File: config.mk
export PLATFORM = sky130hd
export DESIGN_NAME = fpa_pipe
export DESIGN_NICKNAME = d
export VERILOG_FILES = /design/src/rtl/fpa_pkg.sv /design/src/rtl/fpa_compare.sv /design/src/rtl/fpa_align.sv /design/src/rtl/fpa_addsub.sv /design/src/rtl/fpa_normalize.sv /design/src/rtl/fpa_pipe.sv
export SDC_FILE = /design/constraint.sdc
export NUM_CORES = 1
export LEC_CHECK = 0
export CORE_MARGIN = 8
export CORE_UTILIZATION = 40
export DETAILED_ROUTE_END_ITERATION = 16
export SLEW_MARGIN = 20
export SYNTH_ARGS = -nofsm -noshare
export SYNTH_HDL_FRONTEND = slang
export SYNTH_SLANG_ARGS = --single-unit
File: constraint.sdc
create_clock -name clk -period 4.4 [get_ports clk]
set_input_delay 0.88 -clock clk [delete_from_list [all_inputs] [get_ports clk]]
set_output_delay 0.88 -clock clk [all_outputs]
set_load 0.01 [all_outputs]
File: src/rtl/fpa_pkg.sv
package fpa_pkg;
    typedef enum logic [1:0] {
        NORM_ZERO,
        NORM_CARRY,
        NORM_LEFT,
        NORM_KEEP
    } fpa_norm_e;
endpackage

File: src/rtl/fpa_compare.sv
module fpa_compare #(
    parameter int EXP_W = 8,
    parameter int MAN_W = 16,
    localparam int WORD_W = 1 + EXP_W + MAN_W
) (
    input  logic              clk,
    input  logic              rst_n,
    input  logic              in_valid,
    input  logic              in_sub,
    input  logic [WORD_W-1:0] opa,
    input  logic [WORD_W-1:0] opb,
    output logic              s1_valid,
    output logic              s1_sign_x,
    output logic              s1_sign_y,
    output logic [MAN_W-1:0]  s1_man_x,
    output logic [MAN_W-1:0]  s1_man_y,
    output logic [EXP_W-1:0]  s1_exp,
    output logic [EXP_W-1:0]  s1_diff
);
    logic [EXP_W-1:0] exp_a, exp_b;
    logic [EXP_W:0]   diff_raw;
    logic             a_wins;
    logic             sign_b_eff;

    always_comb begin
        exp_a      = opa[MAN_W +: EXP_W];
        exp_b      = opb[MAN_W +: EXP_W];
        diff_raw   = {1'b0, exp_a} - {1'b0, exp_b};
        a_wins     = ~diff_raw[EXP_W];
        sign_b_eff = opb[WORD_W-1] ^ in_sub;
    end

    always_ff @(posedge clk or negedge rst_n) begin
        if (!rst_n) begin
            s1_valid  <= 1'b0;
            s1_sign_x <= 1'b0;
            s1_sign_y <= 1'b0;
            s1_man_x  <= '0;
            s1_man_y  <= '0;
            s1_exp    <= '0;
            s1_diff   <= '0;
        end else begin
            s1_valid <= in_valid;
            if (a_wins) begin
                s1_sign_x <= opa[WORD_W-1];
                s1_man_x  <= opa[MAN_W-1:0];
                s1_sign_y <= sign_b_eff;
                s1_man_y  <= opb[MAN_W-1:0];
                s1_exp    <= exp_a;
                s1_diff   <= diff_raw[EXP_W-1:0];
            end else begin
                s1_sign_x <= sign_b_eff;
                s1_man_x  <= opb[MAN_W-1:0];
                s1_sign_y <= opa[WORD_W-1];
                s1_man_y  <= opa[MAN_W-1:0];
                s1_exp    <= exp_b;
                s1_diff   <= exp_b - exp_a;
            end
        end
    end
endmodule

File: src/rtl/fpa_align.sv
module fpa_align #(
    parameter int EXP_W = 8,
    parameter int MAN_W = 16
) (
    input  logic              clk,
    input  logic              rst_n,
    input  logic              s1_valid,
    input  logic              s1_sign_x,
    input  logic              s1_sign_y,
    input  logic [MAN_W-1:0]  s1_man_x,
    input  logic [MAN_W-1:0]  s1_man_y,
    input  logic [EXP_W-1:0]  s1_exp,
    input  logic [EXP_W-1:0]  s1_diff,
    output logic              s2_valid,
    output logic              s2_sign_x,
    output logic              s2_sign_y,
    output logic [MAN_W-1:0]  s2_man_x,
    output logic [MAN_W-1:0]  s2_man_y,
    output logic [EXP_W-1:0]  s2_exp
);
    localparam int CMP_W = (EXP_W > 31) ? EXP_W + 1 : 32;

    logic [MAN_W-1:0] man_y_aligned;
    logic             flush_y;

    always_comb begin
        flush_y = CMP_W'(s1_diff) >= CMP_W'(MAN_W);
        if (flush_y) man_y_aligned = '0;
        else         man_y_aligned = s1_man_y >> s1_diff;
    end

    always_ff @(posedge clk or negedge rst_n) begin
        if (!rst_n) begin
            s2_valid  <= 1'b0;
            s2_sign_x <= 1'b0;
            s2_sign_y <= 1'b0;
            s2_man_x  <= '0;
            s2_man_y  <= '0;
            s2_exp    <= '0;
        end else begin
            s2_valid  <= s1_valid;
            s2_sign_x <= s1_sign_x;
            s2_sign_y <= s1_sign_y;
            s2_man_x  <= s1_man_x;
            s2_man_y  <= man_y_aligned;
            s2_exp    <= s1_exp;
        end
    end
endmodule

File: src/rtl/fpa_addsub.sv
module fpa_addsub #(
    parameter int EXP_W = 8,
    parameter int MAN_W = 16
) (
    input  logic              clk,
    input  logic              rst_n,
    input  logic              s2_valid,
    input  logic              s2_sign_x,
    input  logic              s2_sign_y,
    input  logic [MAN_W-1:0]  s2_man_x,
    input  logic [MAN_W-1:0]  s2_man_y,
    input  logic [EXP_W-1:0]  s2_exp,
    output logic              s3_valid,
    output logic              s3_sign,
    output logic [MAN_W:0]    s3_sum,
    output logic [EXP_W-1:0]  s3_exp
);
    logic [MAN_W:0] ext_x, ext_y, sum_next;
    logic           sign_next;

    always_comb begin
        ext_x = {1'b0, s2_man_x};
        ext_y = {1'b0, s2_man_y};
        if (s2_sign_x == s2_sign_y) begin
            sum_next  = ext_x + ext_y;
            sign_next = s2_sign_x;
        end else if (ext_x >= ext_y) begin
            sum_next  = ext_x - ext_y;
            sign_next = s2_sign_x;
        end else begin
            sum_next  = ext_y - ext_x;
            sign_next = s2_sign_y;
        end
    end

    always_ff @(posedge clk or negedge rst_n) begin
        if (!rst_n) begin
            s3_valid <= 1'b0;
            s3_sign  <= 1'b0;
            s3_sum   <= '0;
            s3_exp   <= '0;
        end else begin
            s3_valid <= s2_valid;
            s3_sign  <= sign_next;
            s3_sum   <= sum_next;
            s3_exp   <= s2_exp;
        end
    end
endmodule

File: src/rtl/fpa_normalize.sv
module fpa_normalize
    import fpa_pkg::*;
#(
    parameter int EXP_W = 8,
    parameter int MAN_W = 16,
    localparam int WORD_W = 1 + EXP_W + MAN_W,
    localparam int LZ_W   = $clog2(MAN_W + 1)
) (
    input  logic              clk,
    input  logic              rst_n,
    input  logic              s3_valid,
    input  logic              s3_sign,
    input  logic [MAN_W:0]    s3_sum,
    input  logic [EXP_W-1:0]  s3_exp,
    output logic              out_valid,
    output logic [WORD_W-1:0] out_res
);
    fpa_norm_e        kind;
    logic [LZ_W-1:0]  lead_zeros;
    logic             seen_one;
    logic [MAN_W-1:0] man_next;
    logic [EXP_W-1:0] exp_next;
    logic             sign_next;

    always_comb begin
        lead_zeros = '0;
        seen_one   = 1'b0;
        for (int i = MAN_W - 1; i >= 0; i--) begin
            if (!seen_one && s3_sum[i]) begin
                lead_zeros = LZ_W'(MAN_W - 1 - i);
                seen_one   = 1'b1;
            end
        end
    end

    always_comb begin
        if (s3_sum[MAN_W])        kind = NORM_CARRY;
        else if (!seen_one)       kind = NORM_ZERO;
        else if (lead_zeros != 0) kind = NORM_LEFT;
        else                      kind = NORM_KEEP;
    end

    always_comb begin
        man_next  = s3_sum[MAN_W-1:0];
        exp_next  = s3_exp;
        sign_next = s3_sign;
        unique case (kind)
            NORM_ZERO: begin
                man_next  = '0;
                exp_next  = '0;
                sign_next = 1'b0;
            end
            NORM_CARRY: begin
                man_next = s3_sum[MAN_W:1];
                exp_next = s3_exp + 1'b1;
            end
            NORM_LEFT: begin
                man_next = s3_sum[MAN_W-1:0] << lead_zeros;
                exp_next = s3_exp - EXP_W'(lead_zeros);
            end
            NORM_KEEP: begin
                man_next = s3_sum[MAN_W-1:0];
            end
        endcase
    end

    always_ff @(posedge clk or negedge rst_n) begin
        if (!rst_n) begin
            out_valid <= 1'b0;
            out_res   <= '0;
        end else begin
            out_valid <= s3_valid;
            out_res   <= {sign_next, exp_next, man_next};
        end
    end
endmodule

File: src/rtl/fpa_pipe.sv
module fpa_pipe #(
    parameter int EXP_W = 8,
    parameter int MAN_W = 16,
    localparam int WORD_W = 1 + EXP_W + MAN_W
) (
    input  logic              clk,
    input  logic              rst_n,
    input  logic              in_valid,
    input  logic              in_sub,
    input  logic [WORD_W-1:0] opa,
    input  logic [WORD_W-1:0] opb,
    output logic              out_valid,
    output logic [WORD_W-1:0] out_res
);
    logic             s1_valid, s1_sign_x, s1_sign_y;
    logic [MAN_W-1:0] s1_man_x, s1_man_y;
    logic [EXP_W-1:0] s1_exp, s1_diff;
    logic             s2_valid, s2_sign_x, s2_sign_y;
    logic [MAN_W-1:0] s2_man_x, s2_man_y;
    logic [EXP_W-1:0] s2_exp;
    logic             s3_valid, s3_sign;
    logic [MAN_W:0]   s3_sum;
    logic [EXP_W-1:0] s3_exp;

    fpa_compare #(.EXP_W(EXP_W), .MAN_W(MAN_W)) u_cmp (
        .clk(clk), .rst_n(rst_n), .in_valid(in_valid), .in_sub(in_sub),
        .opa(opa), .opb(opb),
        .s1_valid(s1_valid), .s1_sign_x(s1_sign_x), .s1_sign_y(s1_sign_y),
        .s1_man_x(s1_man_x), .s1_man_y(s1_man_y),
        .s1_exp(s1_exp), .s1_diff(s1_diff)
    );

    fpa_align #(.EXP_W(EXP_W), .MAN_W(MAN_W)) u_aln (
        .clk(clk), .rst_n(rst_n),
        .s1_valid(s1_valid), .s1_sign_x(s1_sign_x), .s1_sign_y(s1_sign_y),
        .s1_man_x(s1_man_x), .s1_man_y(s1_man_y),
        .s1_exp(s1_exp), .s1_diff(s1_diff),
        .s2_valid(s2_valid), .s2_sign_x(s2_sign_x), .s2_sign_y(s2_sign_y),
        .s2_man_x(s2_man_x), .s2_man_y(s2_man_y), .s2_exp(s2_exp)
    );

    fpa_addsub #(.EXP_W(EXP_W), .MAN_W(MAN_W)) u_add (
        .clk(clk), .rst_n(rst_n),
        .s2_valid(s2_valid), .s2_sign_x(s2_sign_x), .s2_sign_y(s2_sign_y),
        .s2_man_x(s2_man_x), .s2_man_y(s2_man_y), .s2_exp(s2_exp),
        .s3_valid(s3_valid), .s3_sign(s3_sign), .s3_sum(s3_sum), .s3_exp(s3_exp)
    );

    fpa_normalize #(.EXP_W(EXP_W), .MAN_W(MAN_W)) u_nrm (
        .clk(clk), .rst_n(rst_n),
        .s3_valid(s3_valid), .s3_sign(s3_sign), .s3_sum(s3_sum), .s3_exp(s3_exp),
        .out_valid(out_valid), .out_res(out_res)
    );
endmodule

==> results of run 1 <==
cells by family (layout without fill, tap and decap cells):
family / count (synthesis) / count (layout) / share of synthesized area [%]
AO/OA/AOI/OAI: 264 / 264 / 19.2
XOR/XNOR: 26 / 26 / 2.38
adder cells (fa/ha/maj): 82 / 82 / 11.2
buffers and inverters: 133 / 214 / 5.51
flip-flops: 147 / 147 / 38.5
multiplexers: 83 / 83 / 9.60
AND/OR/NAND/NOR: 270 / 270 / 13.7
layout make-up:
cell class / instances / share of cell area (%)
Multi-Input combinational cell: 725 / 47.5
Sequential cell: 147 / 32.5
Tap cell: 319 / 3.53
Inverter: 83 / 2.75
Timing Repair Buffer: 99 / 8.33
Clock inverter: 15 / 1.64
Clock buffer: 17 / 3.76
worst paths after layout:
| kind | endpoint | depth (start not counted) | start | slack, ns |
|---|---|---|---|---|
| hold / removal | u_aln.s2_man_x[14]$_DFF_PN0_ | 0 | u_cmp.s1_man_x[14]$_DFF_PN0_ | 0.35 |
| setup / recovery | u_nrm.out_res[23]$_DFF_PN0_ | 18 | u_add.s3_sum[12]$_DFF_PN0_ | 0.41 |
| hold reg to reg | u_aln.s2_man_x[14]$_DFF_PN0_ | 0 | u_cmp.s1_man_x[14]$_DFF_PN0_ | 0.35 |
| min in group asynchronous | u_nrm.out_res[5]$_DFF_PN0_ | 1 | rst_n | 0.50 |
| max in group asynchronous | u_aln.s2_man_y[11]$_DFF_PN0_ | 2 | rst_n | 2.97 |
| setup reg to reg | u_nrm.out_res[23]$_DFF_PN0_ | 18 | u_add.s3_sum[12]$_DFF_PN0_ | 0.41 |
where the power goes:
group          internal, W  switching (W)
sequential         0.00165       0.000298
combinational      0.00119        0.00142
clock             0.000865       0.000627
registers in the layout, summed over array words and instances (netlist names), 8 cells and up:
name / count
u_nrm.out_res: 25
u_add.s3_sum: 17
u_aln.s2_man_x: 16
u_aln.s2_man_y: 16
u_cmp.s1_man_x: 16
u_cmp.s1_man_y: 16
u_add.s3_exp: 8
u_aln.s2_exp: 8
u_cmp.s1_diff: 8
u_cmp.s1_exp: 8
synthesized netlist by cell type, types with 3 or more instances:
cell type / count / area share [%]
buf_2: 10 / 0.52
o31ai_1: 5 / 0.39
o41ai_1: 4 / 0.37
o21ai_1: 3 / 0.16
xnor2_1: 17 / 1.6
a211oi_1: 25 / 2.0
a222oi_1: 12 / 1.3
or3_1: 3 / 0.20
and2_1: 6 / 0.39
ha_1: 76 / 9.9
clkbuf_1: 31 / 1.2
mux2_2: 46 / 5.4
nor3_1: 25 / 1.3
a22o_1: 8 / 0.73
mux2i_1: 34 / 3.6
nand2b_1: 17 / 1.1
a22oi_1: 9 / 0.71
o21bai_1: 6 / 0.47
a2111oi_0: 3 / 0.27
nand3_1: 16 / 0.84
nor4_1: 10 / 0.65
a211o_1: 4 / 0.37
nor2_1: 76 / 3.0
o22a_1: 6 / 0.55
a221oi_1: 8 / 0.73
fa_1: 6 / 1.3
and3_1: 3 / 0.20
nand4_1: 5 / 0.33
o22ai_1: 3 / 0.20
buf_1: 7 / 0.27
xor2_1: 9 / 0.82
nor2b_1: 22 / 1.4
a31oi_1: 13 / 0.85
a2bb2oi_1: 4 / 0.37
a21boi_0: 4 / 0.31
o21ai_0: 47 / 2.5
nand2_1: 69 / 2.7
o21a_1: 10 / 0.78
inv_1: 82 / 3.2
a21oi_1: 53 / 2.8
or2_2: 6 / 0.39
dfrtp_1: 147 / 38
a21o_1: 12 / 0.94
stage by stage:
stage               hold slack (ns)  utilization [%]  std cells
detailed placement            0.335             45.6       1373
global route                  0.352             48.2       1405
global placement              0.332             45.6       1373
finish                        0.346             48.2       1405
floorplan                     0.331                -       1005
CTS                           0.345             48.2       1405
layout by cell type, fill, tap and decap left out, drive strengths merged, types with 21 or more instances in the layout:
cell / synthesis / final
buf: 19 / 21
ha: 76 / 76
mux2: 47 / 47
nand2: 70 / 70
nor2b: 22 / 22
clkdlybuf4s50: 0 / 78
o21ai: 51 / 51
nor2: 76 / 76
mux2i: 34 / 34
a211oi: 26 / 26
a21oi: 53 / 53
inv: 82 / 93
nor3: 26 / 26
dfrtp: 147 / 147
what timing repair did:
action,4_1_cts,5_1_grt
endpoints found under the setup margin,0,1
gates resized for setup,0,1
hold buffers,0,0
worst max-delay path, stage by stage (launching register included):
cell	delay, ns
dfrtp_1	0.46
or4_4	0.59
nor3_4	0.29
nand3_2	0.17
nor2_1	0.10
or2_2	0.15
inv_1	0.08
ha_2	0.25
nand2_1	0.12
inv_1	0.05
ha_1	0.25
nor2b_1	0.12
o21ai_0	0.18
a21boi_0	0.14
o21a_1	0.18
nor2_1	0.15
o21a_1	0.19
mux2_2	0.34
o2111ai_1	0.08
layer usage:
metal	up-vias	global-route usage [%]	wire [um]
li1	3725	-	-
met1	3613	21.6	10800
met2	230	27.8	11200
met3	39	2.86	1050
met4	0	5.49	458
met5	-	0	0
==> metrics.md, run 1 <==
| Metric | Value |
|---|---|
| Max Cap Viol | `0` |
| Clock Skew | `about 0.013 ns` |
| Clk pin slew, worst setup/hold paths | `roughly 0.070 ns` |
| Yosys cell types | `74` |
| Top Ports | `80` |
| Max Slew Vio Count | `0` |
| CP Launch Type | `flip-flop` |
| CP endpoint kind | `flip-flop` |
| Layout fillers | `2,214` |
| Worst slew margin | `43.9%` |
| First-pass GRT wire length | `between 30 and 40 mm` |
| Die W | `171 um` |
| Crit Path Max Fanout | `11` |
| Final Power | `0.00605 W` |
| Die height | `171 um` |
| CTS Buf Count | `17` |
| Syn Inst Count | `roughly 1,000` |
| I/O Buffers | `79` |
| CTS sink cnt | `147` |
| Initial core utilization | `40.7%` |
| FF+latch area | `3680 um^2` |
| Final hold violations | `0` |
| Cell area after synthesis | `approximately 9600 um^2` |
| CTS tree | `built` |
| Total GRT Usage | `16.6%` |
| Worst Setup Slack, final | `between 0.4 and 0.5 ns` |
| Share of cells above drive strength 1 | `11.0%` |
| Worst Setup Path Type | `reg -> reg` |
| Synth Warn # | `0` |
| Postcts setup bufs | `0` |
| H-tree Lvls | `4` |
| DP HPWL | `18.1 mm` |
| Via count | `7,607` |
| Post-synthesis register bit count | `approximately 150` |
| Core area | `~23,000 um^2` |
| Clk Latency, worst-skew pair | `~0.42 ns` |
| Max Buffers Root-to-Sink | `2` |
| Vias in the first global route | `7,606` |
| Post-synth EDFFs | `0` |
| Status | `finished, final reports clean` |
| Pin count of the biggest net entering global routing | `97` |
| Fin nets | `1,209` |
| TNS Setup | `0 ns` |
| Mapped Nets | `1,141` |
| Syn avg cell area | `9.52 um^2` |
| Final RePlAce weighted congestion | `0.867` |
| Sequential fraction of the synthesis area | `38.5%` |
| Final Cycle Share | `90.8%` |
| Post-layout min period | `3.99 ns` |
| Static leakage | `4.98 nW` |
| Routed Antenna Nets | `0` |
| Crit path required time | `~4.7 ns` |
| Post-synth ARST share | `100%` |
| Worst Path Arrival | `approximately 4.3 ns` |
| Max VDD drop | `0.277 mV` |
| Die Area | `29,100 um^2` |
| Diode count | `0` |
| Drt first pass iters | `8` |
| Post-Place Worst Slack | `0.272 ns` |
| Slew @ Worst Pin | `~0.84 ns` |
| F_max | `roughly 0.25 GHz` |
| Wire per inst | `16.8 um` |
| Vias per cell | `5.41` |
| Area of the multi-input gates | `5370 um^2` |
| Root buf cell | `clkbuf_16` |
| Drt total wl | `23.6 mm` |
| Number of placement rows | `56` |
| Area Overhead vs Synth | `18.3%` |
| Class of the worst hold path | `reg -> reg` |
| Drt drc | `0` |
| RSZ-0062 raised after global routing | `no` |
| # setup viols final | `0` |
| Placed cell areas | `10,700 um^2` |
| Main synth FF type | `dfrtp_1` |
| Iter 0 DRT Violations | `624` |
| Congestion Overflow GR | `0` |
| Initial antenna violation count | `0` |
| Design area | `11,300 um^2` |
| Pwr dens | `535 nW/um^2` |
(Power assumes the default switching activity.)
==> inputs of run 2 (changes only) <==
- CORE_MARGIN: 8 -> 2
==> run 2 against run 1 <==
  * Maximum frequency increased by 0.15%
  * Global-route usage rose by 2.4 points
  * Non-clock buffer count decreased by 2
  * Total power down 0.89%
  * Register-to-register slack about the same
  * Largest power group unchanged
==> metrics.md, run 2 (synthesis results as in run 1) <==
| Metric | Value |
|---|---|
| Status | `finished, final reports clean` |
| Routed Antenna Nets | `0` |
| Top Ports | `80` |
| Clock Skew | `0.0116 ns` |
| Commonest non-fill, non-tap cell in the layout | `dfrtp_1` |
| Fin nets | `1,207` |
| Die W | `about 160 um` |
| Max reg flops | `25` |
| # setup viols final | `0` |
| F_max | `between 0.2 and 0.3 GHz` |
| Static leakage | `approximately 5 nW` |
| H-tree Lvls | `4` |
| First-pass GRT wire length | `~38 mm` |
| Postcts setup bufs | `0` |
| Die height | `between 150 and 200 um` |
| Drt drc | `0` |
| DP HPWL | `17.6 mm` |
| Max Slew Vio Count | `0` |
| Wire per inst | `16.4 um` |
| Worst Path Arrival | `~4.3 ns` |
| Number of placement rows | `56` |
| Clk pin slew, worst setup/hold paths | `approximately 0.060 ns` |
| Final Cycle Share | `around nine tenths` |
| Core area | `roughly 23,000 um^2` |
| Drt first pass iters | `8` |
| Final Power | `0.00600 W` |
| Most flop-heavy register | `u_nrm.out_res` |
| Crit path required time | `4.73 ns` |
| Worst slew margin | `40.8%` |
| I/O Buffers | `a little under 80` |
| Initial core utilization | `40.7%` |
| Worst Setup Path Type | `reg -> reg` |
| Final RePlAce weighted congestion | `0.886` |
| Biggest regs | `u_nrm.out_res (25), u_add.s3_sum (17)` |
| Class of the worst hold path | `reg -> reg` |
| CTS tree | `built` |
| Post-layout min period | `3.99 ns` |
| TNS Setup | `0 ns` |
| Max VDD drop | `0.260 mV` |
| Final hold slack | `0.344 ns` |
| Diode count | `0` |
| Vias in the first global route | `7,366` |
| CP endpoint kind | `flip-flop` |
| Most frequent cells in the layout | `147 x dfrtp_1, 82 x inv_1, 78 x clkdlybuf4s50_1` |
| Iter 0 DRT Violations | `546` |
| Max Cap Viol | `0` |
| Pwr dens | `531 nW/um^2` |
| Slew @ Worst Pin | `0.888 ns` |
| Vias per cell | `between 5 and 6` |
| Total GRT Usage | `19.0%` |
| Root buf cell | `clkbuf_16` |
| Area Overhead vs Synth | `18.0%` |
| Die Area | `around 25,000 um^2` |
| Crit Path Max Fanout | `11` |
| Max Buffers Root-to-Sink | `2` |
| Via count | `7,664` |
| RSZ-0062 raised after global routing | `no` |
| Clk Latency, worst-skew pair | `0.42 ns` |
| CP Launch Type | `flip-flop` |
| Drt total wl | `22.9 mm` |
| Final hold violations | `0` |
| Congestion Overflow GR | `0` |
| CTS sink cnt | `roughly 150` |
| CTS Buf Count | `17` |
| Pin count of the biggest net entering global routing | `about 100` |
| Share of cells above drive strength 1 | `10.9%` |
| Initial antenna violation count | `0` |
-- run 2: changes by cell type in the layout (fill, tap and decap cells not counted), sizes merged --
cell	before	now
buf	21	19
clkbuf	17	19
clkinvlp	0	3
inv	93	87
-- run 2: routing by layer --
layer / routed length (um) / vias up / track usage (%) / part of all wire (%)
li1: - / 3726 / - / -
met1: 10400 / 3686 / 25.3 / 45
met2: 11000 / 212 / 31.8 / 48
met3: 995 / 40 / 2.53 / 4.3
met4: 512 / 0 / 6.69 / 2.2
met5: 0 / - / 0 / 0
-- run 2: metrics by stage --
step / instances / utilization [%] / worst slack, ns / area [um^2]
global placement: 1371 / 45.5 / 0.380 / 10700
global route: 1402 / 48.1 / 0.103 / 11300
detailed placement: 1371 / 45.5 / 0.292 / 10700
floorplan: 1005 / - / 0.458 / 9560
finish: 1402 / 48.1 / 0.412 / 11300
CTS: 1402 / 48.1 / 0.268 / 11300
-- run 2: where the power goes --
| part | internal, W | switching (W) | leakage, nW |
|---|---|---|---|
| clock | 0.000874 | 0.000582 | 0.285 |
| sequential | 0.00165 | 0.000294 | 1.78 |
| combinational | 0.00118 | 0.00142 | 2.89 |
| total | 0.00371 | 0.00229 | 4.96 |
-- run 2: repair_timing --
item / in CTS / in global routing
resized for setup: 0 / 1
setup endpoints to repair: 0 / 1
hold buffers: 0 / 0
-- run 2: layout make-up --
cell class / count / area, um^2
fillers: 2241 / 12200
multi-input cells: 725 / 5370
flip-flops and latches: 147 / 3680
repair buffers: 97 / 927
clock buffers: 19 / 453
well taps: 319 / 399
inverters: 83 / 312
clock inverters: 12 / 146
-- run 2: critical path, stage by stage (launching register included) --
cell and delay, ns:
dfrtp_1 0.46, or4_4 0.59, nor3_4 0.28, nand3_2 0.17, nor2_1 0.10, or2_2 0.14
inv_1 0.07, ha_2 0.25, nand2_1 0.13, inv_1 0.05, ha_1 0.26, nor2b_1 0.12
o21ai_0 0.17, a21boi_0 0.14, o21a_1 0.18, nor2_1 0.15, o21a_1 0.20, mux2_2 0.34
o2111ai_1 0.09
-- run 2: final timing paths --
kind                       cells after the start  slack (ns)                  startpoint                           end
min                                            0        0.34   u_aln.s2_exp[3]$_DFF_PN0_     u_add.s3_exp[3]$_DFF_PN0_
min reg2reg                                    0        0.34   u_aln.s2_exp[3]$_DFF_PN0_     u_add.s3_exp[3]$_DFF_PN0_
max                                           18        0.41  u_add.s3_sum[12]$_DFF_PN0_   u_nrm.out_res[23]$_DFF_PN0_
max in group asynchronous                      2        3.01                       rst_n  u_cmp.s1_man_x[15]$_DFF_PN0_
min in group asynchronous                      1        0.51                       rst_n    u_nrm.out_res[5]$_DFF_PN0_
max reg2reg                                   18        0.41  u_add.s3_sum[12]$_DFF_PN0_   u_nrm.out_res[23]$_DFF_PN0_
